===== config.mk =====
export PLATFORM = sky130hd
export DESIGN_NAME = ts_event_queue
export DESIGN_NICKNAME = d
export VERILOG_FILES = /design/src/rtl/ts_evq_pkg.sv /design/src/rtl/ts_evq_sync_edge.sv /design/src/rtl/ts_evq_arbiter.sv /design/src/rtl/ts_evq_fifo.sv /design/src/rtl/ts_event_queue.sv
export SDC_FILE = /design/constraint.sdc
export NUM_CORES = 2
export LEC_CHECK = 0
export BUFFER_PORTS_ARGS = -buffer_cell sky130_fd_sc_hd__buf_2
export CAP_MARGIN = 15
export CORE_MARGIN = 3
export CORE_UTILIZATION = 40
export CTS_BUF_LIST = sky130_fd_sc_hd__clkbuf_4
export CTS_CLUSTER_DIAMETER = 150
export DETAILED_ROUTE_END_ITERATION = 7
export GPL_ROUTABILITY_DRIVEN = 0
export GPL_TIMING_DRIVEN = 0
export PLACE_DENSITY_LB_ADDON = 0.08
export SYNTH_ARGS = -nofsm -noshare
export SYNTH_HDL_FRONTEND = slang
export SYNTH_SLANG_ARGS = --single-unit
export TNS_END_PERCENT = 100

===== constraint.sdc =====
create_clock -name clk -period 8.55 [get_ports clk]
set_clock_uncertainty 0.05 [all_clocks]
set_input_delay 1.2825 -clock clk [delete_from_list [all_inputs] [get_ports clk]]
set_output_delay 1.2825 -clock clk [all_outputs]
set_load 0.01 [all_outputs]

===== src/rtl/ts_evq_pkg.sv =====
package ts_evq_pkg;
    typedef enum logic [3:0] {
        EVT_PUSH   = 4'd0,
        EVT_ROLL   = 4'd1,
        EVT_HALF   = 4'd2,
        EVT_HWIN   = 4'd3,
        EVT_RX     = 4'd4,
        EVT_TX     = 4'd5,
        EVT_CMP    = 4'd6,
        EVT_HOSTTX = 4'd7
    } evt_kind_e;

    typedef enum logic [1:0] {
        Q_EMPTY = 2'd0,
        Q_PART  = 2'd1,
        Q_FULL  = 2'd2
    } q_state_e;

    typedef struct packed {
        logic [63:0] ts;
        logic [31:0] desc;
        logic [7:0]  dom;
    } evq_entry_t;

    function automatic logic [31:0] pack_desc(input logic [4:0] port,
                                              input evt_kind_e kind,
                                              input logic [3:0] msg,
                                              input logic [15:0] seq);
        return {3'b000, port, kind, msg, seq};
    endfunction
endpackage


===== src/rtl/ts_evq_sync_edge.sv =====
module ts_evq_sync_edge #(
    parameter int N = 8
) (
    input  logic         clk,
    input  logic         rst_n,
    input  logic [N-1:0] async_in,
    input  logic [N-1:0] en,
    output logic [N-1:0] rise
);
    for (genvar g = 0; g < N; g++) begin : g_line
        logic s1, s2, prev;
        always_ff @(posedge clk) begin
            if (!rst_n) begin
                s1   <= 1'b0;
                s2   <= 1'b0;
                prev <= 1'b0;
            end else begin
                s1   <= async_in[g];
                s2   <= s1;
                prev <= s2;
            end
        end
        assign rise[g] = s2 & ~prev & en[g];
    end
endmodule


===== src/rtl/ts_evq_arbiter.sv =====
module ts_evq_arbiter
    import ts_evq_pkg::*;
#(
    parameter int NSRC = 13
) (
    input  logic              clk,
    input  logic              rst_n,
    input  logic [63:0]       cur_time,
    input  logic [NSRC-1:0]   req,
    input  logic [31:0]       req_desc [NSRC],
    input  logic [7:0]        req_dom  [NSRC],
    input  logic              full,
    output logic [NSRC-1:0]   grant,
    output logic              push,
    output evq_entry_t        push_entry,
    output logic              drop
);
    logic [NSRC-1:0] held;
    evq_entry_t      slot [NSRC];

    always_comb begin
        logic found;
        found      = 1'b0;
        grant      = '0;
        push_entry = '0;
        for (int i = 0; i < NSRC; i++) begin
            if (held[i] && !found) begin
                found      = 1'b1;
                grant[i]   = 1'b1;
                push_entry = slot[i];
            end
        end
    end

    assign push = (|held) && !full;
    assign drop = ((|held) && full) || (|(req & held & ~grant));

    always_ff @(posedge clk) begin
        if (!rst_n) begin
            held <= '0;
        end else begin
            for (int i = 0; i < NSRC; i++) begin
                if (req[i] && (!held[i] || grant[i])) held[i] <= 1'b1;
                else if (grant[i])                    held[i] <= 1'b0;
            end
        end
    end

    always_ff @(posedge clk) begin
        for (int i = 0; i < NSRC; i++) begin
            if (req[i] && (!held[i] || grant[i]))
                slot[i] <= '{ts: cur_time, desc: req_desc[i], dom: req_dom[i]};
        end
    end
endmodule


===== src/rtl/ts_evq_fifo.sv =====
module ts_evq_fifo
    import ts_evq_pkg::*;
#(
    parameter int DEPTH = 16
) (
    input  logic       clk,
    input  logic       rst_n,
    input  logic       push,
    input  evq_entry_t wr_entry,
    input  logic       pop,
    output evq_entry_t rd_entry,
    output logic       not_empty,
    output logic       full
);
    localparam int AW = (DEPTH > 1) ? $clog2(DEPTH) : 1;
    localparam int CW = $clog2(DEPTH + 1);

    q_state_e    state, state_nxt;
    logic [AW-1:0] wr_ptr, rd_ptr;
    logic [CW-1:0] cnt;
    evq_entry_t  mem [DEPTH];
    logic        wr_ok, rd_ok;

    assign wr_ok = push && (state != Q_FULL);
    assign rd_ok = pop && (state != Q_EMPTY);

    always_comb begin
        state_nxt = state;
        unique case (state)
            Q_EMPTY: if (wr_ok) state_nxt = (DEPTH == 1) ? Q_FULL : Q_PART;
            Q_PART: begin
                if (wr_ok && !rd_ok && cnt == CW'(DEPTH - 1))      state_nxt = Q_FULL;
                else if (rd_ok && !wr_ok && cnt == CW'(1))         state_nxt = Q_EMPTY;
            end
            Q_FULL:  if (rd_ok) state_nxt = (DEPTH == 1) ? Q_EMPTY : Q_PART;
            default: state_nxt = Q_EMPTY;
        endcase
    end

    always_ff @(posedge clk) begin
        if (!rst_n) begin
            state  <= Q_EMPTY;
            wr_ptr <= '0;
            rd_ptr <= '0;
            cnt    <= '0;
        end else begin
            state <= state_nxt;
            if (wr_ok) wr_ptr <= (wr_ptr == AW'(DEPTH - 1)) ? '0 : wr_ptr + 1'b1;
            if (rd_ok) rd_ptr <= (rd_ptr == AW'(DEPTH - 1)) ? '0 : rd_ptr + 1'b1;
            if (wr_ok && !rd_ok)      cnt <= cnt + 1'b1;
            else if (rd_ok && !wr_ok) cnt <= cnt - 1'b1;
        end
    end

    always_ff @(posedge clk) begin
        if (wr_ok) mem[wr_ptr] <= wr_entry;
    end

    always_comb begin
        not_empty = (state != Q_EMPTY);
        full      = (state == Q_FULL);
        rd_entry  = mem[rd_ptr];
    end
endmodule


===== src/rtl/ts_event_queue.sv =====
module ts_event_queue
    import ts_evq_pkg::*;
#(
    parameter int HW_INPUTS = 8,
    parameter int DEPTH     = 16
) (
    input  logic                 clk,
    input  logic                 rst_n,
    input  logic [63:0]          cur_time,
    input  logic                 host_push,
    input  logic [HW_INPUTS-1:0] hw_in,
    input  logic [HW_INPUTS-1:0] hw_push_en,
    input  logic                 pkt_evt,
    input  logic                 pkt_tx,
    input  logic [3:0]           pkt_msg_type,
    input  logic [15:0]          pkt_seq_id,
    input  logic [7:0]           pkt_domain,
    input  logic [4:0]           pkt_port,
    input  logic                 cmp_evt,
    input  logic                 roll_evt,
    input  logic                 half_evt,
    input  logic                 pop_wr,
    input  logic                 pop_wdata0,
    input  logic                 irq_en,
    output logic [31:0]          evt_ts_lo,
    output logic [31:0]          evt_ts_hi,
    output logic [31:0]          evt_desc,
    output logic [7:0]           evt_domain,
    output logic                 raw_pend,
    output logic                 irq,
    output logic                 overflow
);
    localparam int NSRC    = HW_INPUTS + 5;
    localparam int IDX_PKT = HW_INPUTS + 1;

    logic [HW_INPUTS-1:0] hw_rise;
    logic [NSRC-1:0]      src_req;
    logic [31:0]          src_desc [NSRC];
    logic [7:0]           src_dom  [NSRC];
    logic [NSRC-1:0]      arb_grant;
    logic                 fifo_push, fifo_full, fifo_pop, arb_drop;
    evq_entry_t           push_entry, head;

    ts_evq_sync_edge #(.N(HW_INPUTS)) u_sync (
        .clk(clk), .rst_n(rst_n), .async_in(hw_in), .en(hw_push_en), .rise(hw_rise)
    );

    assign src_req = {half_evt, roll_evt, cmp_evt, pkt_evt, hw_rise, host_push};

    assign src_desc[0] = pack_desc(5'd0, EVT_PUSH, 4'd0, 16'd0);
    assign src_dom[0]  = 8'd0;
    for (genvar g = 0; g < HW_INPUTS; g++) begin : g_hw
        assign src_desc[g+1] = pack_desc(5'(g + 1), EVT_HWIN, 4'd0, 16'd0);
        assign src_dom[g+1]  = 8'd0;
    end
    assign src_desc[IDX_PKT]   = pack_desc(pkt_port, pkt_tx ? EVT_TX : EVT_RX,
                                           pkt_msg_type, pkt_seq_id);
    assign src_dom[IDX_PKT]    = pkt_domain;
    assign src_desc[IDX_PKT+1] = pack_desc(5'd0, EVT_CMP, 4'd0, 16'd0);
    assign src_dom[IDX_PKT+1]  = 8'd0;
    assign src_desc[IDX_PKT+2] = pack_desc(5'd0, EVT_ROLL, 4'd0, 16'd0);
    assign src_dom[IDX_PKT+2]  = 8'd0;
    assign src_desc[IDX_PKT+3] = pack_desc(5'd0, EVT_HALF, 4'd0, 16'd0);
    assign src_dom[IDX_PKT+3]  = 8'd0;

    ts_evq_arbiter #(.NSRC(NSRC)) u_arb (
        .clk(clk), .rst_n(rst_n), .cur_time(cur_time), .req(src_req),
        .req_desc(src_desc), .req_dom(src_dom), .full(fifo_full),
        .grant(arb_grant), .push(fifo_push), .push_entry(push_entry), .drop(arb_drop)
    );

    assign fifo_pop = pop_wr && pop_wdata0;

    ts_evq_fifo #(.DEPTH(DEPTH)) u_fifo (
        .clk(clk), .rst_n(rst_n), .push(fifo_push), .wr_entry(push_entry),
        .pop(fifo_pop), .rd_entry(head), .not_empty(raw_pend), .full(fifo_full)
    );

    always_ff @(posedge clk) begin
        if (!rst_n)        overflow <= 1'b0;
        else if (arb_drop) overflow <= 1'b1;
    end

    assign irq        = raw_pend & irq_en;
    assign evt_ts_lo  = head.ts[31:0];
    assign evt_ts_hi  = head.ts[63:32];
    assign evt_desc   = head.desc;
    assign evt_domain = head.dom;
endmodule


=== Word-level counts from Yosys, hierarchy flattened ===
Memory sizes are Yosys's and may differ from the RTL's. A register that Yosys moved wholly into a read port is not among the register bits.
Index checks and enable logic that the tools add are counted.

* Flip-flop bits (word level): 53
* RAM bits: 2964
* Input port bits: 124
* Word-level logic and storage cells: 284
* Memories: 2

* Add/sub/neg operators: 4
* Eq/ne operators: 10
* Multiplexer cells: 103
* Bitwise logic cells: 28
* Reduce and logical (&&, ||, !) cells: 95

{| class="wikitable"
|+ Memories
! name !! words !! bits a word !! read ports !! clocked after memory_dff !! write ports !! RTL line !! source
|-
| u_fifo.mem || 16 || 104 || 1 || 1 || 1 || ts_evq_fifo.sv:21 || <nowiki>evq_entry_t mem [DEPTH];</nowiki>
|-
| u_arb.slot || 13 || 100 || 13 || 0 || 13 || ts_evq_arbiter.sv:19 || <nowiki>evq_entry_t slot [NSRC];</nowiki>
|}

{| class="wikitable"
|+ Operators with widths
! cell !! number
|-
| 104-bit 2-to-1 mux || 13
|-
| 1-bit 2-to-1 mux || 79
|-
| 1-bit logical AND || 34
|-
| 2-bit nonzero test || 15
|-
| 1-bit logical NOT || 28
|-
| 13-bit bitwise AND || 2
|-
| 13-bit OR reduction || 2
|-
| 1-bit bitwise AND || 17
|-
| 4-bit 2-to-1 mux || 4
|-
| 1-bit logical OR || 14
|-
| 13-bit NOT || 1
|-
| 5-bit 2-to-1 mux || 2
|-
| 4-bit by 1-bit adder with 4-bit output (second input constant) || 2
|-
| 4-bit == test (second input constant) || 2
|-
| 2-bit 2-to-1 mux || 4
|-
| 1-bit NOT || 8
|-
| 2-bit one-hot mux with 3 select lines || 1
|-
| 5-bit by 1-bit adder with 5-bit output (second input constant) || 1
|-
| 5-bit by 1-bit == test with 1-bit output (second input constant) || 1
|-
| 5-bit by 4-bit == test with 1-bit output (second input constant) || 1
|-
| 5-bit by 1-bit subtractor with 5-bit output (second input constant) || 1
|-
| 2-bit by 1-bit != test with 1-bit output (second input constant) || 2
|-
| 3-bit by 1-bit != test with 1-bit output (second input constant) || 1
|-
| 3-bit AND reduction || 1
|-
| 4 further kinds || 4
|}

=== Depth between registers and ports, before layout ===
* Word-level depth: 41
* Mapped depth: 11
* Mapped depth without buffers: 9

=== By module ===
From an unflattened synthesis, not the netlist that was laid out.

* Cells, all modules: 5662
* Area, all modules: 115146.7 um^2

{| class="wikitable"
|+ Modules (own cells, without submodules)
! module !! instances !! cells an instance !! area each (um^2)
|-
| ts_evq_fifo || 1 || 2672 || 63115.5
|-
| ts_evq_arbiter || 1 || 2926 || 51249.2
|-
| ts_evq_sync_edge || 1 || 58 || 734.5
|-
| ts_event_queue || 1 || 6 || 47.5
|}

=== Worst setup path before layout ===
Ideal clock, no wire load.

* Kind: register to register
* Start point: register u_arb.held[7]
* End point: memory u_arb.slot[1][100] (netlist name), enable pin
* Arrival: 8531 ps
* Required time: 7794 ps
* Setup slack: -736 ps
* Cell stages (with the launch flop): 6
* Clock period less this slack: 9286 ps
* Path through: dfxtp_1 > buf_6 > or4_1 > nor2_2 > nand2_1 > a21boi_0

{| class="wikitable"
|+ RTL lines
! what !! RTL line !! source
|-
| start, declared || ts_evq_arbiter.sv:18 || <nowiki>logic [NSRC-1:0] held;</nowiki>
|-
| start signal, assigned || ts_evq_arbiter.sv:40 || <nowiki>held <= '0;</nowiki>
|-
| start signal, assigned by index || ts_evq_arbiter.sv:44 || <nowiki>else if (grant[i]) held[i] <= 1'b0;</nowiki>
|-
| end, declared || ts_evq_arbiter.sv:19 ||
|}

==> summary.txt <==
Global routing
  • Overall routing resource usage: 0.231
  • Largest net degree at the start of global routing: 41
  • Grt ovf: 0
  • First-pass GRT wire length: slightly below 400 mm
  • Initial antenna violation count: 47
  • Vias in the first global route: 53200

Cells and area
  • Fillers: 20100
  • Design Area, Final: 114000 um2
  • Layout Area Growth over Synthesis: 20.2%
  • Multi-input gate area: 19200 um2
  • Final nets: 5849
  • Register Area: between 70000 and 80000 um2
  • Share of cells above drive strength 1: 0.356

Power
  • Max VDD drop: about 0.00011 V
  • Net Sw Power: around 6.7 mW
  • Clock share of power: 0.389
  • Leakage Power: 37.0 nW
  • Power consumption: approximately 28 mW
  • Combinational share of power: 0.094
  • Sequential power share: 0.517
  • Pwr/cell area: 245 nW/um2
  • Sw Ratio: 0.239
  • Pint: between 20 and 25 mW

STA
  • Slew Limit Fails: 0
  • Hold_ws: ~0.23 ns
  • Unrepaired setup endpoints after global routing: false
  • Fmax: approximately 0.17 GHz
  • Slew headroom: 0.141
  • Post-route clock period utilization: 0.685
  • Final hold violations: 0
  • TNS Setup: 0 ns
  • Final setup vio count: 0
  • Slew @ Worst Pin: between 1 and 1.5 ns
  • Tmin final: slightly below 6 ns

Job
  • Max-cap violations: 0

Clocking
  • Worst-path clk slew: 0.07 ns
  • Worst-skew pair later-pin latency: around 1.3 ns
  • Clock root buffer master: clkbuf_4
  • Post-CTS Hold Fix Bufs: between 40 and 50
  • H-Tree Depth: 6
  • Post-CTS Resized: 0
  • TritonCTS clock tree: done
  • Clock Sinks: 2523
  • Clk buf depth: 4
  • CTS buffer count: between 600 and 700
  • Setup Fix Bufs, Post-CTS: 0

Die
  • Core footprint: between 200000 and 250000 um2
  • Chip height: between 400 and 500 um
  • Placement row count: approximately 180
  • Ports: 231
  • Die footprint: 244000 um2
  • Die width: between 400 and 500 um
  • Starting density of the core: 0.404

Placed design
  • Final HPWL DP: 182 mm
  • PortBufs: between 200 and 250
  • Instance area at placement: 105000 um2

Synthesis
  • Syn_area_per_cell: 21.0 um2
  • Post-synthesis xor/xnor area fraction: 0.000460
  • Warnings from Yosys: 0
  • Post-synthesis mux area share: 0.119
  • Register bit count reported by yosys: roughly 2500
  • Leading post-synthesis cells by cell area: edfxtp_1 (78%), mux4_2 (12%), dfxtp_1 (1.2%)
  • Post-Syn Area: ~95000 um2
  • Adder-Cell Fraction of Synth Area: 0.00144
  • Synth Flop Type: edfxtp_1
  • Top cell type's share of synthesized area: 0.777
  • Leading area contributor after synthesis: edfxtp_1
  • Yosys cell types: 73
  • Share of flip-flops with an asynchronous set or reset: 0
  • Post-synth EDFFs: ~2500
  • Register area share after synthesis: 0.789
  • Synth Area in Simple Gates: 0.0259
  • Post-Synthesis Cells: approximately 4500
  • Largest family of logic cells by synthesized area: multiplexers
  • Area fraction in compound gates after synthesis: 0.0512

Detailed routing
  • Routed length per instance: about 30 um
  • DRC viols: 0
  • Vias per cell: around 5.5
  • Final WL: about 280 mm
  • Initial DRT Pass Iterations: 6
  • Routed Antenna Nets: 0
  • DR iter-0 viols: about 5200
  • Vias post-DR: between 50000 and 60000

Setup path
  • CP Class: reg -> out
  • Crit path DAT: roughly 4.5 ns
  • Worst setup SP type: flip-flop
  • Crit-path max FO: 10
  • CP required: between 7 and 8 ns
  • Critical Path End Type: output port

Outcome
  • Status: finished clean

Hold path
  • Worst min path class: in -> reg
layer usage:
layer	wire length, um	GRT usage	vias up
met5	91	0	-
met4	7830	0.0789	14
met3	20600	0.0567	501
met2	135000	0.361	2092
met1	120000	0.317	27100
li1	-	-	21900
critical path: stages (launching register included):
cell and delay, ns:
dfxtp_1 0.30, clkbuf_1 0.15, clkbuf_2 0.77, buf_2 0.56, mux4_2 0.58, mux4_2 0.60, buf_2 0.19
through the flow:
| step | setup WS, ns | std cells | util |
|---|---|---|---|
| 2_1_floorplan | 1.85 | 4530 | - |
| 3_3_place_gp | -5.60 | 7906 | 0.425 |
| 3_5_place_dp | 3.53 | 8122 | 0.445 |
| 4_1_cts | 2.46 | 9339 | 0.484 |
| 5_1_grt | 2.43 | 9368 | 0.485 |
| 6_report | 2.70 | 9377 | 0.485 |
cell usage after synthesis, drive strengths merged, types with 6 or more instances:
library cell	count
a22o	6
o21ai	99
o31ai	18
ha	11
nor2	54
dfxtp	57
a221oi	7
a211oi	41
a22oi	117
a21boi	16
nor2b	18
nand2b	11
a31oi	35
a2111oi	55
o22ai	41
a21oi	91
and3	20
a21o	33
a221o	57
and2	66
nor3	12
nand2	251
mux4	500
o211ai	24
inv	13
a32o	6
nand3	33
edfxtp	2466
nand3b	16
clkbuf	198
buf	83
layout by cell type, fill, tap and decap left out, types with 81 or more instances in the layout:
| cell | n |
|---|---|
| a22oi_1 | 117 |
| clkbuf_4 | 1061 |
| o21ai_0 | 97 |
| a21oi_1 | 84 |
| edfxtp_1 | 2466 |
| buf_12 | 81 |
| clkbuf_1 | 189 |
| mux4_2 | 500 |
| buf_2 | 289 |
| nand2_1 | 251 |
worst paths after layout:
kind                                          start                     to  slack (ns)  cells past startpoint
worst max-delay path                      flip-flop          evt_ts_lo[26]        2.70                      6
worst min-delay path                   cur_time[36]     u_arb.slot[0][172]        0.23                      1
worst max register to register        u_arb.held[5]      u_fifo.mem[4][32]        3.55                      9
worst min register to register  u_sync.g_line[3].s2  u_sync.g_line[3].prev        0.34                      1
flip-flops by register name (all words and copies together), names as in the netlist, 2 cells and up, named ones only:
signal and count:
u_sync.g_line.prev 8, u_fifo.state 2, u_arb.slot 866, u_sync.g_line.s2 8
u_fifo.rd_ptr 4, u_fifo.mem 1600, u_fifo.wr_ptr 4, u_sync.g_line.s1 8
u_fifo.cnt 5, u_arb.held 13
logic make-up (layout without fill, tap and decap cells):
family,count (synthesis),in the layout
adder cells (fa/ha/maj),11,11
AO/OA/AOI/OAI,683,683
flip-flops,2523,2523
multiplexers,503,503
AND/OR/NAND/NOR,506,506
buffers and inverters,295,1964
XOR/XNOR,5,5
other,1,32
cell type report:
class | instances | share of cell area
Sequential cell | 2523 | 0.657
Multi-Input combinational cell | 1712 | 0.168
Clock buffer | 1060 | 0.0695
Timing Repair Buffer | 495 | 0.0521
Tap cell | 3150 | 0.0344
Buffer | 281 | 0.0106
Clock inverter | 114 | 0.00732
Antenna cell | 28 | 0.000612
Inverter | 14 | 0.000459
power groups by stage:
stage                     logic (mW)  clock network, mW  registers [mW]
after floorplan                 1.17                  0            14.8
after global placement          2.23                  0            14.9
after detailed placement        2.67                  0            14.8
after CTS                       2.69               11.2            14.5
after global routing            2.82               11.9            14.5
final                           2.65               10.9            14.5
Power figures use the tool's default switching activity.
